$ cat config.mk
export PLATFORM = sky130hd
export DESIGN_NAME = pkg_idle_coord
export DESIGN_NICKNAME = d
export VERILOG_FILES = /design/src/rtl/idle_coord_pkg.sv /design/src/rtl/idle_core_slot.sv /design/src/rtl/idle_depth_min.sv /design/src/rtl/idle_pkg_fsm.sv /design/src/rtl/pkg_idle_coord.sv
export SDC_FILE = /design/constraint.sdc
export NUM_CORES = 1
export LEC_CHECK = 0
export ABC_AREA = 1
export BUFFER_PORTS_ARGS = -buffer_cell sky130_fd_sc_hd__buf_2
export CORE_ASPECT_RATIO = 1.25
export CORE_MARGIN = 1.5
export CORE_UTILIZATION = 47
export CTS_CLUSTER_SIZE = 30
export DETAILED_ROUTE_END_ITERATION = 6
export GPL_TIMING_DRIVEN = 0
export PLACE_DENSITY = 0.82
export SYNTH_ARGS = -nofsm -noshare
export SYNTH_HDL_FRONTEND = slang
export SYNTH_SLANG_ARGS = --single-unit
export TNS_END_PERCENT = 10
$ cat constraint.sdc
create_clock -name clk -period 1.75 [get_ports clk]
set_input_delay 0 -clock clk [delete_from_list [all_inputs] [get_ports clk]]
set_output_delay 0 -clock clk [all_outputs]
set_load 0.02 [all_outputs]
$ cat src/rtl/idle_coord_pkg.sv
package idle_coord_pkg;

    localparam int DEPTH_W = 2;

    typedef enum logic [DEPTH_W-1:0] {
        D_RUN   = 2'd0,
        D_GATED = 2'd1,
        D_NOIRQ = 2'd2,
        D_DEEP  = 2'd3
    } depth_e;

    // Shallower of two depths.
    function automatic depth_e shallower(input depth_e a, input depth_e b);
        return (a < b) ? a : b;
    endfunction

    // A depth that holds off interrupts.
    function automatic logic blocks_irq(input depth_e d);
        return d >= D_NOIRQ;
    endfunction

endpackage

$ cat src/rtl/idle_core_slot.sv
module idle_core_slot
    import idle_coord_pkg::*;
(
    input  logic       clk,
    input  logic       rst,
    input  logic [1:0] req,
    input  logic       wake,
    output depth_e     state,
    output logic       gate_en,
    output logic       will_change
);

    depth_e state_q;
    depth_e state_d;

    always_comb begin
        state_d = wake ? D_RUN : depth_e'(req);
    end

    always_ff @(posedge clk) begin
        if (rst) state_q <= D_RUN;
        else     state_q <= state_d;
    end

    assign state       = state_q;
    assign gate_en     = (state_q != D_RUN);
    assign will_change = (state_d != state_q);

    // wake forces running on the next edge
    a_r7_wake_runs: assert property (@(posedge clk) disable iff (rst)
        wake |=> (state == D_RUN));

    // a non-zero request without wake gates the clock next cycle
    a_r3_gate_follows: assert property (@(posedge clk) disable iff (rst)
        (!wake && req != 2'd0) |=> gate_en);

endmodule

$ cat src/rtl/idle_depth_min.sv
module idle_depth_min
    import idle_coord_pkg::*;
#(
    parameter int NCORE = 4
) (
    input  logic [NCORE*DEPTH_W-1:0] states,
    output depth_e                   lowest
);

    depth_e chain [NCORE];

    assign chain[0] = depth_e'(states[DEPTH_W-1:0]);

    generate
        for (genvar i = 1; i < NCORE; i++) begin : g_chain
            assign chain[i] = shallower(chain[i-1],
                                        depth_e'(states[i*DEPTH_W +: DEPTH_W]));
        end
    endgenerate

    assign lowest = chain[NCORE-1];

endmodule

$ cat src/rtl/idle_pkg_fsm.sv
module idle_pkg_fsm
    import idle_coord_pkg::*;
#(
    parameter int CNT_W = 8
) (
    input  logic             clk,
    input  logic             rst,
    input  depth_e           target,
    input  logic             changing,
    input  logic [CNT_W-1:0] dwell,
    output depth_e           pkg_state
);

    localparam logic [CNT_W-1:0] CNT_MAX = '1;

    logic [CNT_W-1:0] stable_cnt;
    depth_e           pkg_q;
    logic             may_enter;

    assign may_enter = !changing && (stable_cnt >= dwell);

    always_ff @(posedge clk) begin
        if (rst)                       stable_cnt <= '0;
        else if (changing)             stable_cnt <= '0;
        else if (stable_cnt != CNT_MAX) stable_cnt <= stable_cnt + 1'b1;
    end

    always_ff @(posedge clk) begin
        if (rst)                  pkg_q <= D_RUN;
        else if (target <= pkg_q) pkg_q <= target;
        else if (may_enter)       pkg_q <= target;
    end

    // Exit acts at once: the output never sits deeper than the cores.
    assign pkg_state = shallower(pkg_q, target);

    // a deeper package register only after the dwell was met
    a_r5_entry_waits: assert property (@(posedge clk) disable iff (rst)
        (pkg_q > $past(pkg_q)) |-> ($past(stable_cnt) >= $past(dwell)));

    // a change in core states clears the dwell count
    a_r6_restart: assert property (@(posedge clk) disable iff (rst)
        changing |=> (stable_cnt == '0));

endmodule

$ cat src/rtl/pkg_idle_coord.sv
module pkg_idle_coord
    import idle_coord_pkg::*;
#(
    parameter int NCORE = 4,
    parameter int CNT_W = 8
) (
    input  logic                   clk,
    input  logic                   rst,
    input  logic [NCORE*2-1:0]     core_req,
    input  logic [NCORE-1:0]       wake,
    input  logic [CNT_W-1:0]       entry_dwell,
    output logic [NCORE*2-1:0]     core_state,
    output logic [NCORE-1:0]       clk_gate,
    output logic                   irq_block,
    output logic [1:0]             pkg_state
);

    logic [NCORE-1:0] chg_vec;
    depth_e           lowest;
    depth_e           pkg_d;

    generate
        for (genvar i = 0; i < NCORE; i++) begin : g_core
            depth_e st;
            idle_core_slot u_slot (
                .clk         (clk),
                .rst         (rst),
                .req         (core_req[i*DEPTH_W +: DEPTH_W]),
                .wake        (wake[i]),
                .state       (st),
                .gate_en     (clk_gate[i]),
                .will_change (chg_vec[i])
            );
            assign core_state[i*DEPTH_W +: DEPTH_W] = st;

            // a running core pins the package to running
            a_r10_run_pins_pkg: assert property (@(posedge clk) disable iff (rst)
                (st == D_RUN) |-> (pkg_state == 2'd0));

            // interrupt block implies this core is at depth 2 or deeper
            a_r9_irq_only_deep: assert property (@(posedge clk) disable iff (rst)
                irq_block |-> (st >= D_NOIRQ));
        end
    endgenerate

    idle_depth_min #(.NCORE(NCORE)) u_min (
        .states (core_state),
        .lowest (lowest)
    );

    idle_pkg_fsm #(.CNT_W(CNT_W)) u_fsm (
        .clk       (clk),
        .rst       (rst),
        .target    (lowest),
        .changing  (|chg_vec),
        .dwell     (entry_dwell),
        .pkg_state (pkg_d)
    );

    assign pkg_state = pkg_d;
    assign irq_block = blocks_irq(pkg_d);

endmodule

* Word-level counts from Yosys, hierarchy flattened
Index checks and enable logic that the tools add are counted.
** Word-level totals
- Input bits :: 22
- Word-level logic and storage cells :: 38
- Register bits :: 18
** Operators by class
- Equal/unequal tests :: 5
- $add $sub $neg :: 1
- Order comparisons :: 7
- Multiplexer cells :: 10
- Reductions and logical operators :: 9
** Operator list (number)
- 2-to-1 mux 2 bit :: 10
- nonzero test 2 bit :: 5
- adder 8 x 1 -> 8 bit (second input constant) :: 1
- greater-or-equal comparator 8 bit :: 1
- < comparator 2 bit :: 4
- != test 2 bit :: 4
- != test 8 bit (second input constant) :: 1
- OR reduction 5 bit :: 1
- OR reduction 4 bit :: 1
- greater-or-equal comparator 2 bit (second input constant) :: 1
- <= comparator 2 bit :: 1
- logical AND 1 bit :: 1
- zero test 1 bit :: 1

* Longest topological paths before layout
Gate-level depths: netlist (run 1).
- Depth in word-level cells :: 9
- Gate-level depth with buffers :: 16
- Mapped depth without buffers :: 16

* By module
A second synthesis (run 1) with hierarchy kept.
** Second synthesis, totals
- Cells, all modules :: 211
- Area, all modules :: 1350.0 µm²
** By module, submodules not included
- idle_pkg_fsm :: times used 1, area each 795.8 µm², sequential area each 200.2 µm², cells an instance 118
- idle_core_slot :: times used 4, area each 98.8 µm², sequential area each 40.0 µm², cells an instance 17
- idle_depth_min :: times used 1, area each 143.9 µm², sequential area each 0.0 µm², cells an instance 21
- pkg_idle_coord :: times used 1, area each 15.0 µm², sequential area each 0.0 µm², cells an instance 4

* Worst setup path before layout (run 1)
Ideal clock, no wire load.
- Kind :: flip-flop to flip-flop
- Start point :: register g_core[0].u_slot.state_q[1]
- End point :: register u_fsm.pkg_q[1]
- Stages on the path, launching flop included :: 13
- Data arrival time :: 1.938 ns
- Slack :: -0.301 ns
- Required time :: 1.637 ns
- Cell sequence :: dfxtp_1 -> ha_1 -> ha_1 -> ha_1 -> o21ai_0 -> nand2_1 -> inv_1 -> ha_1 -> o21bai_1 -> a21oi_1 -> nand2_2 -> nor2_1 -> nor2_1
** On the way
- Longest elaborated chain between the ends :: 8
** Ends and longest elaborated chain
- from (decl) :: RTL line idle_core_slot.sv:13 : depth_e state_q;
- from (signal assigned) :: RTL line idle_core_slot.sv:22 : else state_q <= state_d;
- < comparator 2 bit :: RTL line idle_coord_pkg.sv:14 : return (a < b) ? a : b;
- 2-to-1 mux 2 bit * :: RTL line idle_coord_pkg.sv:14
- < comparator 2 bit :: RTL line idle_coord_pkg.sv:14
- 2-to-1 mux 2 bit * :: RTL line idle_coord_pkg.sv:14
- < comparator 2 bit :: RTL line idle_coord_pkg.sv:14
- 2-to-1 mux 2 bit * :: RTL line idle_coord_pkg.sv:14
- via lowest[0] :: RTL line pkg_idle_coord.sv:19 : depth_e lowest;
- <= comparator 2 bit * :: RTL line idle_pkg_fsm.sv:30 : else if (target <= pkg_q) pkg_q <= target;
- 2-to-1 mux 2 bit or nonzero test 2 bit (tied branches)
- to (signal assigned) :: RTL line idle_pkg_fsm.sv:30
- to (signal assigned) :: RTL line idle_pkg_fsm.sv:31 : else if (may_enter) pkg_q <= target;
- to (decl) :: RTL line idle_pkg_fsm.sv:17 : depth_e pkg_q;
The timed path passes the listed nets; every way through them passes the cells marked *. The select of a mux whose other input is x is not followed.
A chain may end at the register's enable or synchronous reset.

* Final worst setup path (run 1)
- Start point :: register g_core[1].u_slot.state_q[1]
- End point :: output pkg_state[0]
** On the way
- Longest elaborated chain between the ends :: 8
** Ends and longest elaborated chain
- from (decl) :: RTL line idle_core_slot.sv:13
- from (signal assigned) :: RTL line idle_core_slot.sv:22
- < comparator 2 bit :: RTL line idle_coord_pkg.sv:14
- 2-to-1 mux 2 bit * :: RTL line idle_coord_pkg.sv:14
- < comparator 2 bit :: RTL line idle_coord_pkg.sv:14
- 2-to-1 mux 2 bit * :: RTL line idle_coord_pkg.sv:14
- < comparator 2 bit :: RTL line idle_coord_pkg.sv:14
- 2-to-1 mux 2 bit * :: RTL line idle_coord_pkg.sv:14
- via lowest[0] :: RTL line pkg_idle_coord.sv:19
- < comparator 2 bit :: RTL line idle_coord_pkg.sv:14
- 2-to-1 mux 2 bit * :: RTL line idle_coord_pkg.sv:14
- to (decl) :: RTL line pkg_idle_coord.sv:15 : output logic [1:0] pkg_state
The timed path passes the listed nets; every way through them passes the cells marked *.

==> results of run 1 <==
-- cell usage after synthesis --
cell      number
clkbuf_1       1
nor3b_1        1
o21ai_1        2
xor2_1         1
ha_1          18
nand2_1       52
o21bai_1       1
nor3_2         2
nand2_2       11
inv_1         35
dfxtp_1       18
nand4_1        2
buf_4          5
nand3_4        1
a21oi_1        8
o21a_1         1
inv_2          4
nor2_1        18
nand3_1        9
o21ai_0        5
a31oi_1        3
nor2_4         3
clkinv_1       1
nand3_2        3
or2_0          1
-- per-stage QoR --
step                      hold slack (ns)  setup slack [ns]
after global placement             0.2440           -0.2292
after floorplan                    0.1170           -0.1180
after global routing               0.1132           -0.4505
after detailed placement           0.2504           -0.2716
final                              0.1091           -0.2872
after CTS                          0.1033           -0.3197
-- flip-flops by register name (all words and copies together), names as in the netlist --
name,count
g_core.u_slot.state,8
u_fsm.stable_cnt,8
u_fsm.pkg_q,2
-- metal layers --
metal  global-route usage  vias to the layer above  part of all wire
met1               0.2456                      674              0.40
met4              0.09539                        0             0.024
met3              0.02103                        8             0.029
met2               0.4487                       28              0.55
li1                     -                      756                 -
met5                    0                        -                 0
-- cell families (layout without fill, tap and decap cells) --
family / after synthesis / after routing
adders and majority gates: 18 / 18
xor gates and xnor gates: 1 / 1
AOI/OAI and AO/OA: 20 / 20
and+or+nand+nor: 103 / 103
buffers and inverters: 46 / 105
DFF: 18 / 18
-- report_power, final --
part / switching [mW] / internal [mW] / leakage, nW / total [mW]
registers: 0.00958 / 0.416 / 0.148 / 0.426
clock network: 0.132 / 0.0830 / 0.0154 / 0.215
logic: 0.114 / 0.0980 / 0.819 / 0.212
total: 0.255 / 0.597 / 0.982 / 0.853
-- area by class of cell --
type	instances	area share
well taps	34	0.02192
flip-flops and latches	18	0.1902
clock inverters	1	0.001934
repair buffers	55	0.1896
plain buffers	6	0.02128
inverters	40	0.07866
clock buffers	3	0.01161
multi-input cells	142	0.4848
-- final timing paths --
path / start / to / slack [ns] / depth (start not counted)
worst min-delay path: rst / g_core[1].u_slot.state[0]$_SDFF_PP0_ / 0.11 / 2
worst min register to register: u_fsm.pkg_q[1]$_SDFFE_PP0P_ / u_fsm.pkg_q[1]$_SDFFE_PP0P_ / 0.51 / 2
worst max-delay path: g_core[1].u_slot.state[1]$_SDFF_PP0_ / pkg_state[0] / -0.29 / 14
worst max register to register: g_core[1].u_slot.state[1]$_SDFF_PP0_ / u_fsm.pkg_q[1]$_SDFFE_PP0P_ / -0.25 / 15
-- timing repair --
item | 4_1_cts | 5_1_grt
buffers inserted | 4 | 0
resized for setup | 12 | 2
hold buffers | 16 | 0
endpoints found under the hold margin | 8 | 0
setup endpoints to repair | 3 | 3
pin swaps | 5 | 5
-- worst reg2reg max path, stage by stage, from the launching register on --
cell and delay [ns]:
dfxtp_4 0.39, ha_4 0.17, ha_1 0.27, o21ai_1 0.13
nand2_1 0.07, nand2_1 0.07, nand2_2 0.06, inv_2 0.07
ha_4 0.13, o21bai_4 0.07, buf_4 0.14, a21oi_2 0.11
nand2_2 0.08, nand2_1 0.06, nand2_1 0.04, nor2_1 0.09
==> impl_metrics.csv, run 1 <==
group,metric,value,unit
job,max_cap_violations,0,
timing,layout_min_cycle_time,2.037,ns
route,drc_errors,0,
worst_setup_path,cp.required,1.75,ns
layout,fin_cells,299,
timing,max_clock_freq,0.4909,GHz
timing,min_period_over_period,1.164,
worst_setup_path,endpoint_kind,"output pin",
grt,grt_pass1_vias,1398,
timing,clock_skew,0.006941,ns
synth,syn_area,1399,sq um
status,violations,"negative setup slack",
power_and_ir_drop,p_leak,0.9819,nW
synth,synth_top_area_frac,0.2576,
synth,synth_top_family_by_area,"simple AND/OR/NAND/NOR gates",
synth,seq_area_frac_synth,0.2576,
synth,yosys.cell_types.count,25,
timing,rsz0062_at_grt,"yes",
synth,syn_inst,206,
worst_setup_path,startpoint_type,"flop",
clocking,htree_levels,1,
timing,timing.final.ws_setup,-0.2872,ns
power_and_ir_drop,vdd_drop_max,0.0003773,V
layout,final_core_util,0.7034,
layout,multi_input_comb_area,940.9,sq um
timing,worst_pin_slew,0.4858,ns
die,io_pins,37,
synth,yosys_register_bits,18,
placement,hpwl,2.191,mm
worst_setup_path,cpPeakStageDelay,0.41,ns
route,ant_nets,0,
die,rows,21,
synth,synthMuxAreaShare,0,
die,die_area,3315,sq um
synth,synth_compound_area_frac,0.07782,
route,drt-total-wl,3.397,mm
timing,slew_violations,0,
grt,grt_use_total,0.2321,
layout,regArea,369.1,sq um
clocking,worstSkewPairLatency,0.30,ns
layout,syn2layout_area_growth,38.73,%
synth,synth-simple-area-share,0.3605,
status,status,"finished, violations left",
grt,grt_max_degree,11,
layout,fillCellCount,241,
layout,final_cell_area,1941,sq um
grt,antenna_found_initial,0,
worst_setup_path,crit_buf_inv,3,
worst_setup_path,cp_slowest_cell,"dfxtp_4",
die,chipHeight,64.00,um
die,fp.dieW,51.80,um
synth,syn-num-nets,246,
clocking,clk_pin_slew,0.11,ns
die,core_area,2759,sq um
timing,final.setup.tns,-0.7807,ns
worst_setup_path,cp_top_family,"adder cells",
placement,io_buffers,35,
synth,synth_top_area_cell,"dfxtp_1",
placement,post_dp_cell_area,1674,sq um
route,initialDrtViolationCount,28,
synth,syn_avg_cell_area,6.790,sq um
layout,mostFrequentLayoutCells,"51 x nand2_1, 34 x buf_2, 33 x inv_1",
worst_setup_path,critPathMostFrequentCell,"nand2_1",
timing,slew_headroom,0.6761,
power_and_ir_drop,powerDensity,439.3,nW/um^2
timing,setup_viol,3,
worst_hold_path,hold_path_class,"primary input to flop",
route,vias_per_cell,4.903,
synth,synth_area_leaders,"dfxtp_1 26%, ha_1 16%, nand2_1 14%, inv_1 9.4%, nand2_2 4.9%",
layout,final_common_cell,"nand2_1",
grt,grt_pass1_wl,5.816,mm
power_and_ir_drop,total_power,852.5,uW
placement,placed_cells,275,
synth,yosys.area_share.xor_xnor,0.006261,
worst_setup_path,critPathArrivalTime,2.04,ns
placement,gp_congestion,0.8346,
timing,hold_violations,0,
worst_setup_path,path_cells,"inv_4 -> ha_4 -> o21ai_2 -> o21ai_1 -> nand2_1 -> nand2_1 -> nand2_1 -> nand2_2 -> inv_2 -> ha_4 -> o21bai_4 -> nor2_2 -> a21oi_2 -> buf_4",
clocking,cts_num_sinks,18,
die,initial_utilization,0.5070,
worst_setup_path,crit_fanout,4,
route,num_vias,1466,
layout,drive_above_1_share,0.3321,
layout,layout.nets,306,
route,wl_per_cell,11.36,um
clocking,cts_buffer_depth,2,
layout,diodes,0,
synth,synthAdderAreaFrac,0.1610,
clocking,cts_tree,"done",
clocking,cts_made_buffers,3,
synth,yosys_warnings,0,
route,first_pass_iters,4,
grt,grt_overflow_total,0,
worst_setup_path,crit_type,"flop to output pin",
clocking,root_buffer,"clkbuf_4",
Power figures use the tool's default switching activity.
==> run 2, diff against run 1 <==
Settings changed: CELL_PAD_IN_SITES_DETAIL_PLACEMENT set to 0, CELL_PAD_IN_SITES_GLOBAL_PLACEMENT set to 1, CORE_UTILIZATION 47 to 33, PLACE_DENSITY 0.82 to 0.83.
==> run 2 against run 1 <==
Net effect:
- the flow still finishes with violations (negative setup slack)
- power increased by 15%
- sequential share of layout area is 0.49 points lower
- largest cell class unchanged
- final cell count grew 6.7%
- global-route usage down 9.4 points
- first-iteration DRC count increased by 57%
- routed wire length decreased by 13%
==> impl_metrics.csv, run 2 (same netlist as run 1, synthesis figures left out) <==
group,metric,value,unit
grt,use_met1,0.1576,
job,max_cap_violations,0,
status,violations,"negative setup slack",
die,initial_utilization,0.3440,
clocking,worstSkewPairLatency,0.26,ns
worst_setup_path,crit_type,"flop to output pin",
layout,diodes,0,
clocking,cts_num_sinks,18,
layout,mostFrequentLayoutCells,"50 x nand2_1, 34 x buf_2, 33 x inv_1",
worst_setup_path,critPathMostFrequentCell,"ha_4",
layout,syn2layout_area_growth,42.40,%
timing,slew_violations,0,
route,first_pass_iters,4,
route,drc_errors,0,
route,drt-total-wl,2.968,mm
grt,grt_overflow_total,0,
worst_setup_path,cp_slowest_cell,"dfxtp_4",
worst_setup_path,critPathArrivalTime,2.01,ns
die,io_pins,37,
placement,hpwl,2.241,mm
clocking,htree_levels,1,
grt,grt_max_degree,11,
timing,hold_violations,0,
die,rows,26,
route,num_vias,1378,
worst_hold_path,hold_path_class,"primary input to flop",
timing,setup_viol,3,
grt,grt_use_total,0.1381,
clocking,cts_made_buffers,3,
power_and_ir_drop,powerDensity,492.0,nW/um^2
grt,antenna_found_initial,0,
clocking,clk_pin_slew,0.07,ns
layout,drive_above_1_share,0.3460,
layout,layout.nets,304,
timing,worst_pin_slew,0.4563,ns
worst_setup_path,crit_fanout,3,
grt,grt-busiest-layer,"met2",
die,chipHeight,75.79,um
power_and_ir_drop,total_power,980.0,uW
timing,max_clock_freq,0.4977,GHz
clocking,cts_tree,"done",
timing,clock_skew,0.001957,ns
placement,io_buffers,35,
grt,grtUsageMet2,0.2541,
die,fp.dieW,61.24,um
grt,grt_pass1_vias,1254,
die,core_area,4066,sq um
route,vias_per_cell,4.320,
worst_setup_path,cpPeakStageDelay,0.37,ns
layout,final_common_cell,"nand2_1",
timing,rsz0062_at_grt,"yes",
worst_setup_path,endpoint_kind,"output pin",
placement,gp_congestion,0.7137,
route,initialDrtViolationCount,44,
timing,slew_headroom,0.6958,
clocking,cts_buffer_depth,2,
worst_setup_path,cp.required,1.75,ns
worst_setup_path,cp_top_family,"adder cells",
worst_setup_path,path_cells,"ha_4 -> ha_4 -> ha_4 -> o21ai_2 -> nand2_2 -> inv_2 -> ha_4 -> o21bai_4 -> buf_6 -> a21oi_2 -> buf_6",
power_and_ir_drop,p_leak,0.9934,nW
timing,fin_hold_ws,0.01475,ns
timing,layout_min_cycle_time,2.009,ns
power_and_ir_drop,vdd_drop_max,0.0002811,V
timing,min_period_over_period,1.148,
grt,grt_pass1_wl,4.912,mm
timing,timing.final.ws_setup,-0.2594,ns
worst_setup_path,crit_buf_inv,3,
die,die_area,4641,sq um
layout,fillCellCount,413,
route,ant_nets,0,
clocking,root_buffer,"clkbuf_8",
status,status,"finished, violations left",
grt,use_met3,0.02037,
worst_setup_path,startpoint_type,"flop",
route,wl_per_cell,9.304,um
==> run 2: worst paths after layout <==
kind | to | startpoint | cells past startpoint | slack [ns]
max | pkg_state[0] | g_core[0].u_slot.state[1]$_SDFF_PP0_ | 11 | -0.26
min | g_core[2].u_slot.state[1]$_SDFF_PP0_ | wake[2] | 4 | 0.01
max reg2reg | u_fsm.pkg_q[1]$_SDFFE_PP0P_ | g_core[0].u_slot.state[1]$_SDFF_PP0_ | 14 | -0.23
min reg2reg | u_fsm.pkg_q[1]$_SDFFE_PP0P_ | u_fsm.pkg_q[1]$_SDFFE_PP0P_ | 2 | 0.49
==> run 2: cell type report <==
class / count / area (sq um) / area share
multi-input combinational: 142 / 953.4 / 0.4786
sequential: 18 / 369.1 / 0.1853
timing repair buffer: 53 / 352.8 / 0.1771
inverter: 40 / 150.1 / 0.07538
tap: 56 / 70.07 / 0.03518
clock buffer: 4 / 55.05 / 0.02764
buffer: 6 / 41.29 / 0.02073
==> run 2: through the flow <==
step / area, sq um / setup TNS [ns] / utilization / instances / worst slack, ns
floorplan: 1456 / -0.2580 / - / 206 / -0.1180
global placement: 1702 / -0.6075 / 0.4185 / 297 / -0.2237
detailed placement: 1702 / -0.6499 / 0.4185 / 297 / -0.2423
CTS: 1969 / -0.7271 / 0.4843 / 319 / -0.2762
global route: 1992 / -1.068 / 0.4898 / 319 / -0.3613
finish: 1992 / -0.7125 / 0.4898 / 319 / -0.2594
==> run 2: where the power goes <==
part	switching [mW]	internal (mW)	total (mW)
Combinational	0.106	0.0942	0.200
Clock	0.155	0.200	0.356
Sequential	0.00888	0.416	0.425
==> run 2: routing by layer <==
metal,share of wire,up-vias
li1,-,749
met1,0.45,609
met2,0.51,18
met3,0.026,2
met4,0.0067,0
met5,0,-
==> run 2: timing repair <==
item | 4_1_cts | 5_1_grt
pin swaps | 8 | 8
resized for setup | 12 | 4
gates cloned | 0 | 0
buffers inserted | 5 | 0
hold buffers | 13 | 0
setup endpoints to repair | 3 | 3
hold endpoints to repair | 8 | 0
==> run 2: worst reg2reg max path, delay by kind of cell (launching register included) <==
family                     cells  cell delay (ns)
adders and majority gates      4             0.71
DFF                            1             0.37
buffers and inverters          2             0.20
and+or+nand+nor                5             0.35
AOI/OAI and AO/OA              3             0.28
